## config.mk

```make
export PLATFORM = sky130hd
export DESIGN_NAME = halt_wake_ctrl
export DESIGN_NICKNAME = d
export VERILOG_FILES = /design/src/rtl/hwc_pkg.sv /design/src/rtl/hwc_rst_sync.sv /design/src/rtl/hwc_req_eval.sv /design/src/rtl/hwc_fsm.sv /design/src/rtl/halt_wake_ctrl.sv
export SDC_FILE = /design/constraint.sdc
export NUM_CORES = 1
export LEC_CHECK = 0
export BUFFER_PORTS_ARGS = -buffer_cell sky130_fd_sc_hd__buf_2
export CORE_MARGIN = 2
export CORE_UTILIZATION = 43
export CTS_CLUSTER_DIAMETER = 80
export DETAILED_ROUTE_END_ITERATION = 12
export GPL_TIMING_DRIVEN = 0
export PLACE_DENSITY = 0.72
export RECOVER_POWER = 25
export SLEW_MARGIN = 10
export SYNTH_ARGS = -nofsm -noshare
export SYNTH_HDL_FRONTEND = slang
export SYNTH_SLANG_ARGS = --single-unit
```

## constraint.sdc

```tcl
create_clock -name clk -period 1.1 [get_ports clk]
set_input_delay 0.22 -clock clk [delete_from_list [all_inputs] [get_ports clk]]
set_output_delay 0.22 -clock clk [all_outputs]
set_load 0.02 [all_outputs]
```

## src/rtl/hwc_pkg.sv

```systemverilog
package hwc_pkg;

   typedef enum logic [1:0] {
      ST_RUN  = 2'd0,
      ST_HALT = 2'd1,
      ST_WAKE = 2'd2
   } hwc_state_e;

   typedef struct packed {
      logic branch;
      logic nmi;
   } hwc_verdict_t;

endpackage

```

## src/rtl/hwc_rst_sync.sv

```systemverilog
module hwc_rst_sync #(
   parameter int STAGES  = 2,
   parameter int SRC_CNT = 3
) (
   input  logic               clk,
   input  logic               pin_n_i,
   input  logic [SRC_CNT-1:0] src_i,
   output logic               rst_n_o
);

   logic raw_n;
   logic [STAGES-1:0] chain_q;

   assign raw_n = pin_n_i & ~(|src_i);

   generate
      if (STAGES == 1) begin : g_single
         always_ff @(posedge clk or negedge raw_n) begin
            if (!raw_n) chain_q <= '0;
            else        chain_q <= 1'b1;
         end
      end else begin : g_multi
         always_ff @(posedge clk or negedge raw_n) begin
            if (!raw_n) chain_q <= '0;
            else        chain_q <= {chain_q[STAGES-2:0], 1'b1};
         end
      end
   endgenerate

   assign rst_n_o = chain_q[STAGES-1];

endmodule

```

## src/rtl/hwc_req_eval.sv

```systemverilog
module hwc_req_eval #(
   parameter int N      = 16,
   parameter int PRIO_W = 3,
   parameter int IDX_W  = 4
) (
   input  logic [N-1:0]        req_i,
   input  logic [N-1:0]        mask_i,
   input  logic [N*PRIO_W-1:0] prio_i,
   output logic                any_o,
   output logic [IDX_W-1:0]    idx_o,
   output logic [PRIO_W-1:0]   prio_o
);

   logic [N-1:0]      elig;
   logic [PRIO_W-1:0] prio_arr [N];

   generate
      for (genvar g = 0; g < N; g++) begin : g_req
         assign elig[g]     = req_i[g] & ~mask_i[g];
         assign prio_arr[g] = prio_i[g*PRIO_W +: PRIO_W];
      end
   endgenerate

   always_comb begin
      any_o  = 1'b0;
      idx_o  = '0;
      prio_o = '1;
      for (int i = 0; i < N; i++) begin
         if (elig[i] && (!any_o || (prio_arr[i] < prio_o))) begin
            any_o  = 1'b1;
            idx_o  = IDX_W'(i);
            prio_o = prio_arr[i];
         end
      end
   end

endmodule

```

## src/rtl/hwc_fsm.sv

```systemverilog
module hwc_fsm
   import hwc_pkg::*;
#(
   parameter int PRIO_W = 3,
   parameter int IDX_W  = 4
) (
   input  logic              clk,
   input  logic              rst_n,
   input  logic              halt_req_i,
   input  logic              nmi_i,
   input  logic              mask_any_i,
   input  logic [IDX_W-1:0]  mask_idx_i,
   input  logic [PRIO_W-1:0] mask_prio_i,
   input  logic              in_service_i,
   input  logic [PRIO_W-1:0] in_service_lvl_i,
   input  logic              int_en_i,
   output logic              cpu_clk_en_o,
   output logic              branch_o,
   output logic              resume_o,
   output logic              ack_nmi_o,
   output logic [IDX_W-1:0]  ack_idx_o
);

   localparam int LVL_W = PRIO_W + 1;
   localparam logic [LVL_W-1:0] IDLE_LVL = {1'b1, {PRIO_W{1'b0}}};

   hwc_state_e       state_q, state_d;
   hwc_verdict_t     verdict_d, verdict_q;
   logic [IDX_W-1:0] idx_d, idx_q;
   logic [LVL_W-1:0] cur_lvl;
   logic             above;
   logic             wake;

   assign cur_lvl = in_service_i ? {1'b0, in_service_lvl_i} : IDLE_LVL;
   assign above   = ({1'b0, mask_prio_i} < cur_lvl);
   assign wake    = nmi_i | mask_any_i;

   always_comb begin
      verdict_d.nmi    = nmi_i;
      verdict_d.branch = nmi_i | (mask_any_i & above & int_en_i);
      idx_d            = (verdict_d.branch && !nmi_i) ? mask_idx_i : '0;
   end

   always_comb begin
      state_d = state_q;
      unique case (state_q)
         ST_RUN:  if (halt_req_i) state_d = ST_HALT;
         ST_HALT: if (wake)       state_d = ST_WAKE;
         ST_WAKE:                 state_d = ST_RUN;
         default:                 state_d = ST_RUN;
      endcase
   end

   always_ff @(posedge clk or negedge rst_n) begin
      if (!rst_n) begin
         state_q   <= ST_RUN;
         verdict_q <= '0;
         idx_q     <= '0;
      end else begin
         state_q <= state_d;
         if (state_q == ST_HALT && wake) begin
            verdict_q <= verdict_d;
            idx_q     <= idx_d;
         end
      end
   end

   assign cpu_clk_en_o = (state_q != ST_HALT);
   assign branch_o     = (state_q == ST_WAKE) &  verdict_q.branch;
   assign resume_o     = (state_q == ST_WAKE) & ~verdict_q.branch;
   assign ack_nmi_o    = (state_q == ST_WAKE) &  verdict_q.nmi;
   assign ack_idx_o    = (state_q == ST_WAKE) ? idx_q : '0;

endmodule

```

## src/rtl/halt_wake_ctrl.sv

```systemverilog
module halt_wake_ctrl #(
   parameter int NUM_EXT     = 8,
   parameter int NUM_PERIPH  = 8,
   parameter int PRIO_W      = 3,
   parameter int NUM_RST     = 3,
   parameter int SYNC_STAGES = 2,
   localparam int N     = NUM_EXT + NUM_PERIPH,
   localparam int IDX_W = (N > 1) ? $clog2(N) : 1
) (
   input  logic                       clk,
   input  logic                       rst_n_i,
   input  logic [NUM_RST-1:0]         rst_src_i,
   input  logic                       halt_req_i,
   input  logic                       nmi_pin_i,
   input  logic                       wdt_irq_i,
   input  logic [NUM_EXT-1:0]         ext_req_i,
   input  logic [NUM_EXT-1:0]         ext_mask_i,
   input  logic [NUM_EXT*PRIO_W-1:0]  ext_prio_i,
   input  logic [NUM_PERIPH-1:0]      per_req_i,
   input  logic [NUM_PERIPH-1:0]      per_mask_i,
   input  logic [NUM_PERIPH*PRIO_W-1:0] per_prio_i,
   input  logic                       in_service_i,
   input  logic [PRIO_W-1:0]          in_service_lvl_i,
   input  logic                       int_en_i,
   output logic                       cpu_clk_en_o,
   output logic                       branch_o,
   output logic                       resume_o,
   output logic                       ack_o,
   output logic                       ack_nmi_o,
   output logic [IDX_W-1:0]           ack_idx_o
);

   generate
      if (NUM_EXT < 1 || NUM_PERIPH < 1) begin : g_bad_count
         $error("halt_wake_ctrl: each request group needs at least one line");
      end
      if (PRIO_W < 1 || PRIO_W > 8) begin : g_bad_prio
         $error("halt_wake_ctrl: PRIO_W must be 1..8");
      end
      if (SYNC_STAGES < 1) begin : g_bad_sync
         $error("halt_wake_ctrl: SYNC_STAGES must be at least 1");
      end
      if (NUM_RST < 1) begin : g_bad_rst
         $error("halt_wake_ctrl: NUM_RST must be at least 1");
      end
   endgenerate

   logic                rst_int_n;
   logic [N-1:0]        all_req;
   logic [N-1:0]        all_mask;
   logic [N*PRIO_W-1:0] all_prio;
   logic                nmi_any;
   logic                m_any;
   logic [IDX_W-1:0]    m_idx;
   logic [PRIO_W-1:0]   m_prio;

   assign all_req  = {per_req_i,  ext_req_i};
   assign all_mask = {per_mask_i, ext_mask_i};
   assign all_prio = {per_prio_i, ext_prio_i};
   assign nmi_any  = nmi_pin_i | wdt_irq_i;

   hwc_rst_sync #(
      .STAGES  (SYNC_STAGES),
      .SRC_CNT (NUM_RST)
   ) u_rst (
      .clk     (clk),
      .pin_n_i (rst_n_i),
      .src_i   (rst_src_i),
      .rst_n_o (rst_int_n)
   );

   hwc_req_eval #(
      .N      (N),
      .PRIO_W (PRIO_W),
      .IDX_W  (IDX_W)
   ) u_eval (
      .req_i  (all_req),
      .mask_i (all_mask),
      .prio_i (all_prio),
      .any_o  (m_any),
      .idx_o  (m_idx),
      .prio_o (m_prio)
   );

   hwc_fsm #(
      .PRIO_W (PRIO_W),
      .IDX_W  (IDX_W)
   ) u_fsm (
      .clk              (clk),
      .rst_n            (rst_int_n),
      .halt_req_i       (halt_req_i),
      .nmi_i            (nmi_any),
      .mask_any_i       (m_any),
      .mask_idx_i       (m_idx),
      .mask_prio_i      (m_prio),
      .in_service_i     (in_service_i),
      .in_service_lvl_i (in_service_lvl_i),
      .int_en_i         (int_en_i),
      .cpu_clk_en_o     (cpu_clk_en_o),
      .branch_o         (branch_o),
      .resume_o         (resume_o),
      .ack_nmi_o        (ack_nmi_o),
      .ack_idx_o        (ack_idx_o)
   );

   assign ack_o = branch_o;

endmodule

```

==> reports/qor.yml <==
clock_tree:
  clockRootBuffer: "clkbuf_8"
  numClockSinks: 10
  clock_latency_ns: 0.24
  cts_buffer_depth: 2
  h-tree-depth: 1
  cts_tree: "built"
  path_clk_slew_ns: 0.05
  hold_buffers: 0
  cts_buffers: 3
critical_path:
  critPathBufInv: 15
  endpoint_kind: "flip-flop"
  arrival_ns: 17.92
  r2r_cells: 7
  max_stage_delay_ns: 0.51
  path_common_cell: "ha_4"
  r2r-end: "u_fsm.idx_q[3]"
  crit_required_ns: 1.26
  critPathTopFamily: "compound AO/OA/AOI/OAI gates"
  start_kind: "input pin"
  critPathKind: "in2reg"
  timing.rr.start: "u_fsm.state_q[0]"
  crit_slowest_cell: "or4_4"
  cp_max_fo: 6
  r2r_slack_ns: -0.39
floorplanning:
  die-width_um: 91.2
  pin_count: 102
  rows: 31
  die_h_um: 91.2
  initial_core_util_pct: 44.9
  core_area_um2: 7290
  die_area_um2: 8320
logic_synthesis:
  synth-adder-area-share_pct: 8.49
  yosys_warnings: 0
  muxShareOfSynthArea_pct: 5.47
  syn-instance-count: 467
  synth_top_family_by_area: "compound AO/OA/AOI/OAI gates"
  synth_compound_area_share_pct: 37.2
  synth-edff-count: 0
  ys_ff_latch: 10
  synth_area_um2: 3270
  synth_cell_types: 91
  synth_top_area_share_pct: 7.65
  synthFlopType: "dfrtp_1"
  synth_xor_area_share_pct: 0
  yosysTopAreaCell: "dfrtp_1"
  async_flop_share_pct: 100
  synth-simple-area-share_pct: 36.6
  synth_area_leaders: "dfrtp_1 (7.6%), ha_1 (7.3%), nand2b_1 (7.1%), nor2_1 (5.6%), nand2_1 (4.9%)"
  syn-num-nets: 579
  synth-seq-area-share_pct: 7.65
  synth_area_per_cell_um2: 7.01
place:
  dp_hpwl_um: 7850
  numPortBuffers: 98
  routabilityCongestion: 0.865
  post_dp_cell_area_um2: 4270
timing:
  finalCriticalPeriod_ns: 17.76
  rsz0062_at_grt: "true"
  slew_violations: 0
  tightest_slew_ns: 0.653
  setup_viol: 17
  fmax_mhz: 56.3
  worst_slack_ns: -16.66
  final_hold_viol_count: 0
  clock_skew_ns: 0.00585
  relSlewSlack_pct: 56.2
  finalCritPeriodShare_pct: 1610
layout:
  drive_gt1_share_pct: 55.7
  nNetsFinal: 794
  fillCellCount: 483
  antenna_cells: 0
  syn_to_final_growth_pct: 77.0
  postLayoutCellArea_um2: 5790
  fin_util_pct: 79.4
min_path:
  hold_class: "in2async"
global_routing:
  grt_pass1_vias: 4143
  grt_overflow_total: 0
  antenna_found_initial: 0
  grt.total_usage_pct: 25.5
  grt_pass1_wl_um: 18200
  grt_max_degree: 10
detailed_routing:
  dr_total_vias: 4532
  finalWirelength_um: 12800
  ant_nets: 0
  drt_pass1_iterations: 4
  wl_per_cell_um: 16.4
  vias_per_cell: 5.81
  drt_iter0_markers: 193
  drc_errors: 0
power_and_ir_drop:
  peakVddDrop_v: 0.000571
  p_per_area_nw_per_um2: 1240
  p_leak_nw: 2.62
run:
  drv_cap: 0
run_status:
  status: "finished with violations"
  violations: "setup timing"
==> flip-flops by register name (all words and copies together) (netlist names) <==
| name | count |
|---|---|
| u_fsm.verdict_q | 2 |
| u_fsm.state_q | 2 |
| u_fsm.idx_q | 4 |
| u_rst.chain_q | 2 |
==> cell usage after synthesis (12+ instances only) <==
cell type and number:
o21ai_0 19, nand2_1 43, and2_1 17, nand2b_1 37, a21o_1 15, nor3_1 12, ha_1 19, nor2_1 49
inv_1 31, a21oi_1 29
==> kinds of logic after synthesis <==
kind of cell,after synthesis
other,1
buffers and inverters,38
DFF,10
muxes,16
adders and majority gates,23
and+or+nand+nor,221
AOI/OAI and AO/OA,158
==> what timing repair did <==
action                                 CTS  global route
setup endpoints to repair               17            17
endpoints found under the hold margin    0             0
gates cloned                             0             0
setup buffers                           72            42
resized for setup                       72            62
pin swaps                               72            58
==> cell type report <==
type	instances	area, um2	area share [%]
multi-input cells	419	3690	63.8
repair buffers	212	1500	25.9
flip-flops and latches	10	250	4.32
inverters	31	124	2.14
well taps	99	124	2.14
clock buffers	4	55.1	0.951
plain buffers	5	47.5	0.821
==> metal layers <==
layer  routed length (um)  part of all wire [%]  GRT usage [%]
met2                 6630                    52           47.1
met4                  331                   2.6           5.18
met1                 5150                    40           31.7
met3                  711                   5.5           3.15
met5                    0                     0              0
==> how the worst max path moves through the flow <==
| stage | cells after the start | slack, ns | to | from |
|---|---|---|---|---|
| final | 107 | -16.66 | u_fsm.idx_q[3] | ext_mask_i[1] |
| after global routing | 108 | -17.31 | u_fsm.idx_q[3] | ext_mask_i[1] |
| after CTS | 105 | -16.59 | u_fsm.idx_q[1] | ext_mask_i[1] |
| after detailed placement | 105 | -18.21 | u_fsm.idx_q[0] | ext_mask_i[1] |
| after global placement | 105 | -17.98 | u_fsm.idx_q[1] | ext_mask_i[1] |
| after floorplan | 105 | -16.26 | u_fsm.idx_q[1] | ext_mask_i[1] |
==> cell usage in the layout, fill, tap and decap left out, drive strengths merged, types with 14 or more instances in the layout <==
cell type | Yosys | layout
a21oi | 32 | 32
o21ai | 29 | 29
ha | 19 | 19
buf | 3 | 214
inv | 31 | 31
nor2 | 50 | 50
and2 | 17 | 17
a21o | 15 | 15
nand2b | 37 | 37
nand2 | 43 | 43
nor3 | 14 | 14
==> power breakdown <==
part           internal, mW  switching (mW)  leakage, nW  total [mW]
clock network         0.315           0.153       0.0288       0.468
logic                  3.16            3.05         2.47        6.21
registers             0.425          0.0513        0.126       0.476
total                  3.90            3.26         2.62        7.15
==> worst register-to-register path, cell delays in order (launching register included) <==
cell and delay [ns]:
dfrtp_1 0.37, buf_6 0.11, nand2b_4 0.05, or2_4 0.25
or3_4 0.35, inv_4 0.09, nand2b_4 0.07, o21ai_1 0.11
==> through the flow <==
step	power, mW	hold slack (ns)	setup slack (ns)	setup TNS, ns	instances
floorplan	3.64	0.0946	-16.26	-86.67	467
global placement	4.35	0.129	-17.98	-96.79	664
detailed placement	4.47	0.130	-18.21	-98.58	664
CTS	6.20	0.00838	-16.59	-92.94	740
global route	7.64	0.0960	-17.31	-103.32	780
finish	7.15	0.0456	-16.66	-99.10	780
Power figures use the tool's default switching activity.
